## src/rtl/trapvec_pkg.sv

```systemverilog
package trapvec_pkg;
  typedef enum logic [1:0] {
    STYLE_DIRECT   = 2'd0,
    STYLE_VECTORED = 2'd1
  } dispatch_style_e;
endpackage

```

## src/rtl/tv_vector_reg.sv

```systemverilog
module tv_vector_reg #(
  parameter int          XLEN     = 32,
  parameter int          AW       = 12,
  parameter logic [AW-1:0] ADDR_VEC = 12'h305
) (
  input  logic            clk,
  input  logic            rst,
  input  logic            we,
  input  logic [AW-1:0]   addr,
  input  logic [XLEN-1:0] wdata,
  output logic [XLEN-3:0] base,
  output logic [1:0]      style,
  output logic            bad_mode
);
  logic hit;
  assign hit = we && (addr == ADDR_VEC);

  always_ff @(posedge clk) begin
    if (rst) begin
      base     <= '0;
      style    <= trapvec_pkg::STYLE_DIRECT;
      bad_mode <= 1'b0;
    end else begin
      bad_mode <= 1'b0;
      if (hit) begin
        base <= wdata[XLEN-1:2];
        // Styles 2 and 3 are reserved: keep the style, flag the write.
        if (wdata[1]) bad_mode <= 1'b1;
        else          style    <= wdata[1:0];
      end
    end
  end
endmodule

```

## src/rtl/tv_target_calc.sv

```systemverilog
module tv_target_calc #(
  parameter int XLEN = 32
) (
  input  logic [XLEN-3:0] base,
  input  logic [1:0]      style,
  input  logic            irq,
  input  logic [XLEN-3:0] code_lo,
  output logic [XLEN-1:0] target
);
  logic            offset_en;
  logic [XLEN-1:0] base_addr;
  logic [XLEN-1:0] offset;

  always_comb begin
    offset_en = (style == trapvec_pkg::STYLE_VECTORED) && irq;
    base_addr = {base, 2'b00};
    offset    = offset_en ? {code_lo, 2'b00} : '0;
    target    = base_addr + offset;
  end
endmodule

```

## src/rtl/tv_cause_epc.sv

```systemverilog
module tv_cause_epc #(
  parameter int            XLEN       = 32,
  parameter int            AW         = 12,
  parameter logic [AW-1:0] ADDR_CAUSE = 12'h342,
  parameter logic [AW-1:0] ADDR_EPC   = 12'h341
) (
  input  logic            clk,
  input  logic            rst,
  input  logic            trap,
  input  logic            irq,
  input  logic [XLEN-2:0] code,
  input  logic [XLEN-1:0] pc,
  input  logic            we,
  input  logic [AW-1:0]   addr,
  input  logic [XLEN-1:0] wdata,
  output logic [XLEN-1:0] cause,
  output logic [XLEN-1:0] epc
);
  always_ff @(posedge clk) begin
    if (rst) begin
      cause <= '0;
      epc   <= '0;
    end else if (trap) begin
      cause <= {irq, code};
      epc   <= {pc[XLEN-1:2], 2'b00};
    end else if (we) begin
      if (addr == ADDR_CAUSE) cause <= wdata;
      if (addr == ADDR_EPC)   epc   <= {wdata[XLEN-1:2], 2'b00};
    end
  end
endmodule

```

## src/rtl/trap_dispatch_unit.sv

```systemverilog
module trap_dispatch_unit #(
  parameter int            XLEN       = 32,
  parameter int            AW         = 12,
  parameter logic [AW-1:0] ADDR_VEC   = 12'h305,
  parameter logic [AW-1:0] ADDR_CAUSE = 12'h342,
  parameter logic [AW-1:0] ADDR_EPC   = 12'h341
) (
  input  logic            clk,
  input  logic            rst,
  input  logic [AW-1:0]   csr_addr_i,
  input  logic [XLEN-1:0] csr_wdata_i,
  input  logic            csr_we_i,
  output logic [XLEN-1:0] csr_rdata_o,
  input  logic            trap_i,
  input  logic            trap_irq_i,
  input  logic [XLEN-2:0] trap_code_i,
  input  logic [XLEN-1:0] trap_pc_i,
  output logic            redirect_o,
  output logic [XLEN-1:0] redirect_pc_o,
  output logic            bad_mode_o
);
  logic [XLEN-3:0] vec_base;
  logic [1:0]      vec_style;
  logic [XLEN-1:0] cause_q;
  logic [XLEN-1:0] epc_q;
  logic [XLEN-1:0] target_d;
  logic [XLEN-1:0] rdata_d;

  tv_vector_reg #(.XLEN(XLEN), .AW(AW), .ADDR_VEC(ADDR_VEC)) u_vec (
    .clk(clk), .rst(rst), .we(csr_we_i), .addr(csr_addr_i), .wdata(csr_wdata_i),
    .base(vec_base), .style(vec_style), .bad_mode(bad_mode_o)
  );

  tv_target_calc #(.XLEN(XLEN)) u_calc (
    .base(vec_base), .style(vec_style), .irq(trap_irq_i),
    .code_lo(trap_code_i[XLEN-3:0]), .target(target_d)
  );

  tv_cause_epc #(.XLEN(XLEN), .AW(AW), .ADDR_CAUSE(ADDR_CAUSE), .ADDR_EPC(ADDR_EPC)) u_ce (
    .clk(clk), .rst(rst), .trap(trap_i), .irq(trap_irq_i), .code(trap_code_i),
    .pc(trap_pc_i), .we(csr_we_i), .addr(csr_addr_i), .wdata(csr_wdata_i),
    .cause(cause_q), .epc(epc_q)
  );

  always_comb begin
    if (csr_addr_i == ADDR_VEC)        rdata_d = {vec_base, vec_style};
    else if (csr_addr_i == ADDR_CAUSE) rdata_d = cause_q;
    else if (csr_addr_i == ADDR_EPC)   rdata_d = epc_q;
    else                               rdata_d = '0;
  end

  always_ff @(posedge clk) begin
    if (rst) begin
      redirect_o    <= 1'b0;
      redirect_pc_o <= '0;
      csr_rdata_o   <= '0;
    end else begin
      redirect_o    <= trap_i;
      redirect_pc_o <= trap_i ? target_d : redirect_pc_o;
      csr_rdata_o   <= rdata_d;
    end
  end
endmodule

```

## config.mk

```make
export PLATFORM = sky130hd
export DESIGN_NAME = trap_dispatch_unit
export DESIGN_NICKNAME = d
export VERILOG_FILES = /design/src/rtl/trapvec_pkg.sv /design/src/rtl/tv_vector_reg.sv /design/src/rtl/tv_target_calc.sv /design/src/rtl/tv_cause_epc.sv /design/src/rtl/trap_dispatch_unit.sv
export SDC_FILE = /design/constraint.sdc
export NUM_CORES = 1
export LEC_CHECK = 0
export BUFFER_PORTS_ARGS = -buffer_cell sky130_fd_sc_hd__buf_4
export CORE_MARGIN = 1.5
export CORE_UTILIZATION = 45
export CTS_CLUSTER_DIAMETER = 100
export DETAILED_ROUTE_END_ITERATION = 16
export PLACE_DENSITY_LB_ADDON = 0.3
export SLEW_MARGIN = 20
export SYNTH_ARGS = -nofsm -noshare
export SYNTH_HDL_FRONTEND = slang
export SYNTH_SLANG_ARGS = --single-unit
```

## constraint.sdc

```tcl
create_clock -name clk -period 2.76 [get_ports clk]
set_input_delay 0.276 -clock clk [delete_from_list [all_inputs] [get_ports clk]]
set_output_delay 0.276 -clock clk [all_outputs]
set_load 0.005 [all_outputs]
```

Word level (Yosys, flattened, before mapping)
Cells that the tools add are included.
{"block": "totals", "regBits": 159, "inputBits": 112, "elab_cells": 36}
{"block": "classes", "add_sub_neg": 1, "n_eq_ne": 3, "n_mux": 11, "n_bitwise": 2, "reduce_logical": 10}
{"op": "32-bit two-way mux", "n": 10}
{"op": "12-bit by 10-bit == test with 1-bit output, second input constant", "n": 3}
{"op": "32-bit adder", "n": 1}
{"op": "2-bit AND reduction", "n": 3}
{"op": "2-bit nonzero test", "n": 3}
{"op": "2-bit OR reduction", "n": 2}
{"op": "1-bit logical AND", "n": 2}
{"op": "1-bit inverter", "n": 2}
{"op": "1-bit two-way mux", "n": 1}

Depth between registers and ports, before layout
{"block": "logic_depth", "depth_word": 4, "depth_mapped": 12, "depth_no_buf": 11}

Modules after synthesis
Synthesis repeated with hierarchy kept, for this count alone.
{"block": "hier_totals", "hier_cells": 1111, "area_unflattened_um2": 9386.5}
{"module": "trap_dispatch_unit", "instances": 1, "cells_each": 330, "area_each_um2": 3072.9}
{"module": "tv_cause_epc", "instances": 1, "cells_each": 364, "area_each_um2": 2950.3}
{"module": "tv_target_calc", "instances": 1, "cells_each": 272, "area_each_um2": 1868.0}
{"module": "tv_vector_reg", "instances": 1, "cells_each": 145, "area_each_um2": 1495.2}

Worst setup path before layout
Ideal clock, no wire load.
{"block": "synth_timing", "path_type": "reg-to-reg", "startpoint": "reg u_vec.style[0]", "endpoint": "reg redirect_pc_o[25]", "setup_ns": 0.117, "arrival_time_ns": 2.761, "setup_slack_ns": -0.119, "stages_incl_launch_ff": 12, "synth_period_minus_slack_ns": 2.879, "cell_sequence": "dfxtp_1 -> clkbuf_1 -> and3_1 -> ha_1 -> buf_6 -> a21o_1 -> a221o_1 -> a221o_1 -> a31oi_4 -> o21bai_1 -> or3_1 -> a32o_1"}
{"block": "synth_between", "elab_chain_len": 3}
{"item": "start, declared", "line": "tv_vector_reg.sv:12", "rtl": "output logic [1:0] style,"}
{"item": "start signal, assigned", "line": "tv_vector_reg.sv:21", "rtl": "style <= trapvec_pkg::STYLE_DIRECT;"}
{"item": "start signal, assigned", "line": "tv_vector_reg.sv:29", "rtl": "else style <= wdata[1:0];"}
{"item": "1-bit logical AND", "line": "tv_target_calc.sv:15", "rtl": "offset_en = (style == trapvec_pkg::STYLE_VECTORED) && irq;"}
{"item": "32-bit two-way mux", "line": "tv_target_calc.sv:17", "rtl": "offset = offset_en ? {code_lo, 2'b00} : '0;"}
{"item": "32-bit adder", "line": "tv_target_calc.sv:18", "rtl": "target = base_addr + offset;"}
{"item": "end signal, assigned", "line": "trap_dispatch_unit.sv:59", "rtl": "redirect_pc_o <= trap_i ? target_d : redirect_pc_o;"}
{"item": "end, declared", "line": "trap_dispatch_unit.sv:19", "rtl": "output logic [XLEN-1:0] redirect_pc_o,"}
No other way between the ends.
A chain may end at the register's enable or synchronous reset.

Worst setup path after layout
Ends and elaborated chain as after synthesis.

==> results.toml <==
[outcome]
status = "completed"

[place]
post_placement_cell_count = 1352
numPortBuffers = 173
dp_hpwl_um = 18200
gp_routability_congestion = 0.915

[layout]
n_antenna_cell = 0
fraction_of_final_layout_cells_sized_beyond_drive_strength_1_pct = 30.1
nNetsFinal = 1292
n_fill_cell = 1531
layout.cells.most_common_list = "246 x sky130_fd_sc_hd__buf_4, 156 x sky130_fd_sc_hd__dfxtp_1, 127 x sky130_fd_sc_hd__nand2_1"
multi_input_comb_area_mm2 = 0.00471
stdcell_count = 1388
final_common_cell = "sky130_fd_sc_hd__buf_4"
ff_latch_area_mm2 = 0.00315
layout_area_overhead_pct = 35.2
final_core_area_utilization_pct = 62.2

[clock_tree]
cts_max_path_buffers = 2
clock_tree.root_cell = "sky130_fd_sc_hd__clkbuf_16"
cts_tree = "done"
clk_sinks = 157
path_clk_slew_ns = 0.06
clkLatencyLatePin_ns = 0.43
cts_inserted_buffers = 17
ctsHoldBuffers = 0
cts_htree_levels = 4

[logic_synthesis]
synth-seq-cells = 157
count_of_flip_flops_with_a_built_in_enable_after_synthesis = 0
synthArstFlopShare_pct = 0
synthDistinctLibCells = 62
yosys_warnings = 0
syn-mean-instance-area_um2 = 8.35
ys_seq_area_share_pct = 39.5
ys_dominant_reg_cell = "sky130_fd_sc_hd__dfxtp_1"
syn_inst = 953
netlist_area_mm2 = 0.00796

[sta]
clock.fmax_ghz = 0.369
relSlewSlack_pct = 52.1
transition_time_at_the_pin_with_the_least_slew_margin_ns = 0.718
final.setup.tns_ns = 0
grt_setup_unrepaired = "true"
setup_viol = 0
timing_max_transition_violations_final = 0
finalClockSkew_ns = 0.00937
hold_violations = 0
final.period_utilization_pct = 98.2
fin_crit_ns = 2.71

[setup_path]
timing.reg2reg.setup_slack_ns = 0.05
cpLargestDelayFamily = "compound AO/OA/AOI/OAI gates"
crit_end = "redirect_pc_o[25]$_SDFFE_PP0P_"
cp_num_cells = 10
crit_buf_inv = 1
worstReg2RegStart = "u_vec.style[0]$_SDFFE_PP0P_"
rr_endpoint = "redirect_pc_o[25]$_SDFFE_PP0P_"
critical_path_required_ns = 3.08
end_kind = "flop"
timing_worst_setup_path_type = "reg -> reg"
critical_path.most_common_cell = "sky130_fd_sc_hd__a221o_1"
timing.critical_path.from_type = "flop"
crit_fanout = 5
critical_path.startpoint = "u_vec.style[0]$_SDFFE_PP0P_"
worst_r2r_path_depth = 10
critical_path.cell_chain = "buf_6 > and3_4 > ha_4 > a21o_1 > a221o_1 > a221o_1 > a31oi_4 > o21bai_1 > or3_1 > a32o_1"
cpPeakStageDelay_ns = 0.37
arrival_ns = 3.03
crit_path_top_delay_cell = "sky130_fd_sc_hd__dfxtp_4"

[die]
initial_utilization_pct = 46.0
core_region_area_mm2 = 0.0173
ioPinCount = 178
floorplan.die.height_um = 136
die_area_mm2 = 0.0185
chipWidth_um = 136
placement_rows = 48

[detailed_routing]
avgRoutedWirePerCell_um = 18.4
dr.pass1.iters = 6
detail_route.drc_violations = 0
postRouteWirelength_um = 25600
vias_per_cell = 5.86
drt_iter0_drc = 670
dr_total_vias = 8128
drtAntennaViolNets = 0

[run]
max-cap-violations = 0

[global_route]
global_route.overflow_total = 0
largest_net_degree_at_the_start_of_global_routing = 142
grt_pass1_wl_um = 39900
first_global_vias = 7728
grt_antenna_before_repair = 0
grtUsageTotal_pct = 27.5

[power_and_ir_drop]
design_power_total_uw = 5230
vdd.ir_drop.worst_mv = 0.447
total_leakage_power_uw = 0.00468
cellPowerDensity_mw_per_mm2 = 486

[worst_hold_path]
hold_path.class = "in -> reg"
## worst register-to-register path, stage by stage (launching register included)
cell	delay (ns)
sky130_fd_sc_hd__dfxtp_4	0.37
sky130_fd_sc_hd__buf_6	0.11
sky130_fd_sc_hd__and3_4	0.18
sky130_fd_sc_hd__ha_4	0.19
sky130_fd_sc_hd__a21o_1	0.19
sky130_fd_sc_hd__a221o_1	0.36
sky130_fd_sc_hd__a221o_1	0.34
sky130_fd_sc_hd__a31oi_4	0.20
sky130_fd_sc_hd__o21bai_1	0.09
sky130_fd_sc_hd__or3_1	0.34
sky130_fd_sc_hd__a32o_1	0.24
## synthesized netlist by cell type (all sizes together), types with 6 or more instances
master / number / area (µm²)
dfxtp: 157 / 3140
xnor2: 9 / 78.8
nand3: 53 / 265
nand2: 127 / 477
a311oi: 38 / 333
nor3: 6 / 30.0
mux2: 24 / 270
and3: 31 / 194
a32o: 6 / 60.1
inv: 14 / 52.6
ha: 29 / 363
a31oi: 7 / 58.8
o21ai: 25 / 125
a21oi: 63 / 315
clkbuf: 69 / 260
buf: 6 / 40.0
a21o: 13 / 97.6
a222oi: 30 / 300
mux2i: 32 / 320
nor2: 121 / 454
a211oi: 7 / 52.6
nand2b: 8 / 50.1
## flip-flops by register name (all words and copies together) (netlist names)
register        count
csr_rdata_o        32
u_ce.cause         32
u_vec.bad_mode      1
redirect_pc_o      30
redirect_o          1
u_vec.style         1
u_ce.epc           30
u_vec.base         30
## power breakdown
| part | internal, µW | switching, µW |
|---|---|---|
| combinational | 192 | 201 |
| clock | 1530 | 948 |
| sequential | 2330 | 31.3 |
## layer usage
layer	vias up	share of wire (%)	global-route usage [%]
met5	-	0	0
met4	0	2.0	9.87
met3	33	6.3	4.36
met2	325	48	46.4
met1	3882	44	35.7
li1	3888	-	-
## how the worst min path moves through the flow
| stage | start | endpoint | cells after the start |
|---|---|---|---|
| 4_1_cts | trap_code_i[7] | u_ce.cause[7]$_SDFFE_PP0P_ | 3 |
| 2_1_floorplan | csr_wdata_i[0] | u_vec.style[0]$_SDFFE_PP0P_ | 2 |
| 3_5_place_dp | redirect_pc_o[11]$_SDFFE_PP0P_ | redirect_pc_o[11]$_SDFFE_PP0P_ | 2 |
| 5_1_grt | trap_code_i[8] | u_ce.cause[8]$_SDFFE_PP0P_ | 3 |
| 6_report | csr_wdata_i[0] | u_vec.style[0]$_SDFFE_PP0P_ | 3 |
| 3_3_place_gp | redirect_pc_o[11]$_SDFFE_PP0P_ | redirect_pc_o[11]$_SDFFE_PP0P_ | 2 |
## area by class of cell
cell class              instances  area share (%)
clock buffers                  20            4.15
clock inverters                12            1.57
inverters                      14           0.489
multi-input cells             708            43.8
flip-flops and latches        157            29.3
well taps                     225            2.62
repair buffers                252            18.1
## stage by stage
stage / instance area (µm²) / setup WS, ns / hold WS, ns
final: 10800 / 0.0490 / 0.0967
after global routing: 10800 / -0.0500 / 0.0964
after CTS: 10500 / 0.00120 / 0.0822
after detailed placement: 9880 / -0.150 / 0.451
after global placement: 9880 / -0.131 / 0.442
after floorplan: 7990 / 0.00330 / 0.405
## cell families (layout without fill, tap and decap cells)
kind of cell,Yosys count,after routing,synth area share (%)
adders and majority gates,30,30,4.81
buffers and inverters,89,298,4.43
AOI/OAI and AO/OA,228,228,20.9
other,1,2,0.0471
and+or+nand+nor,380,380,21.6
DFF,157,157,39.5
muxes,56,56,7.42
xor gates and xnor gates,12,12,1.32
## repair_timing
action                     CTS  global route
gates cloned                 0             0
setup endpoints to repair    3            17
resized for setup            5            44
pin swaps                    3            16
buffers inserted             1             3
(Power assumes the default switching activity.)
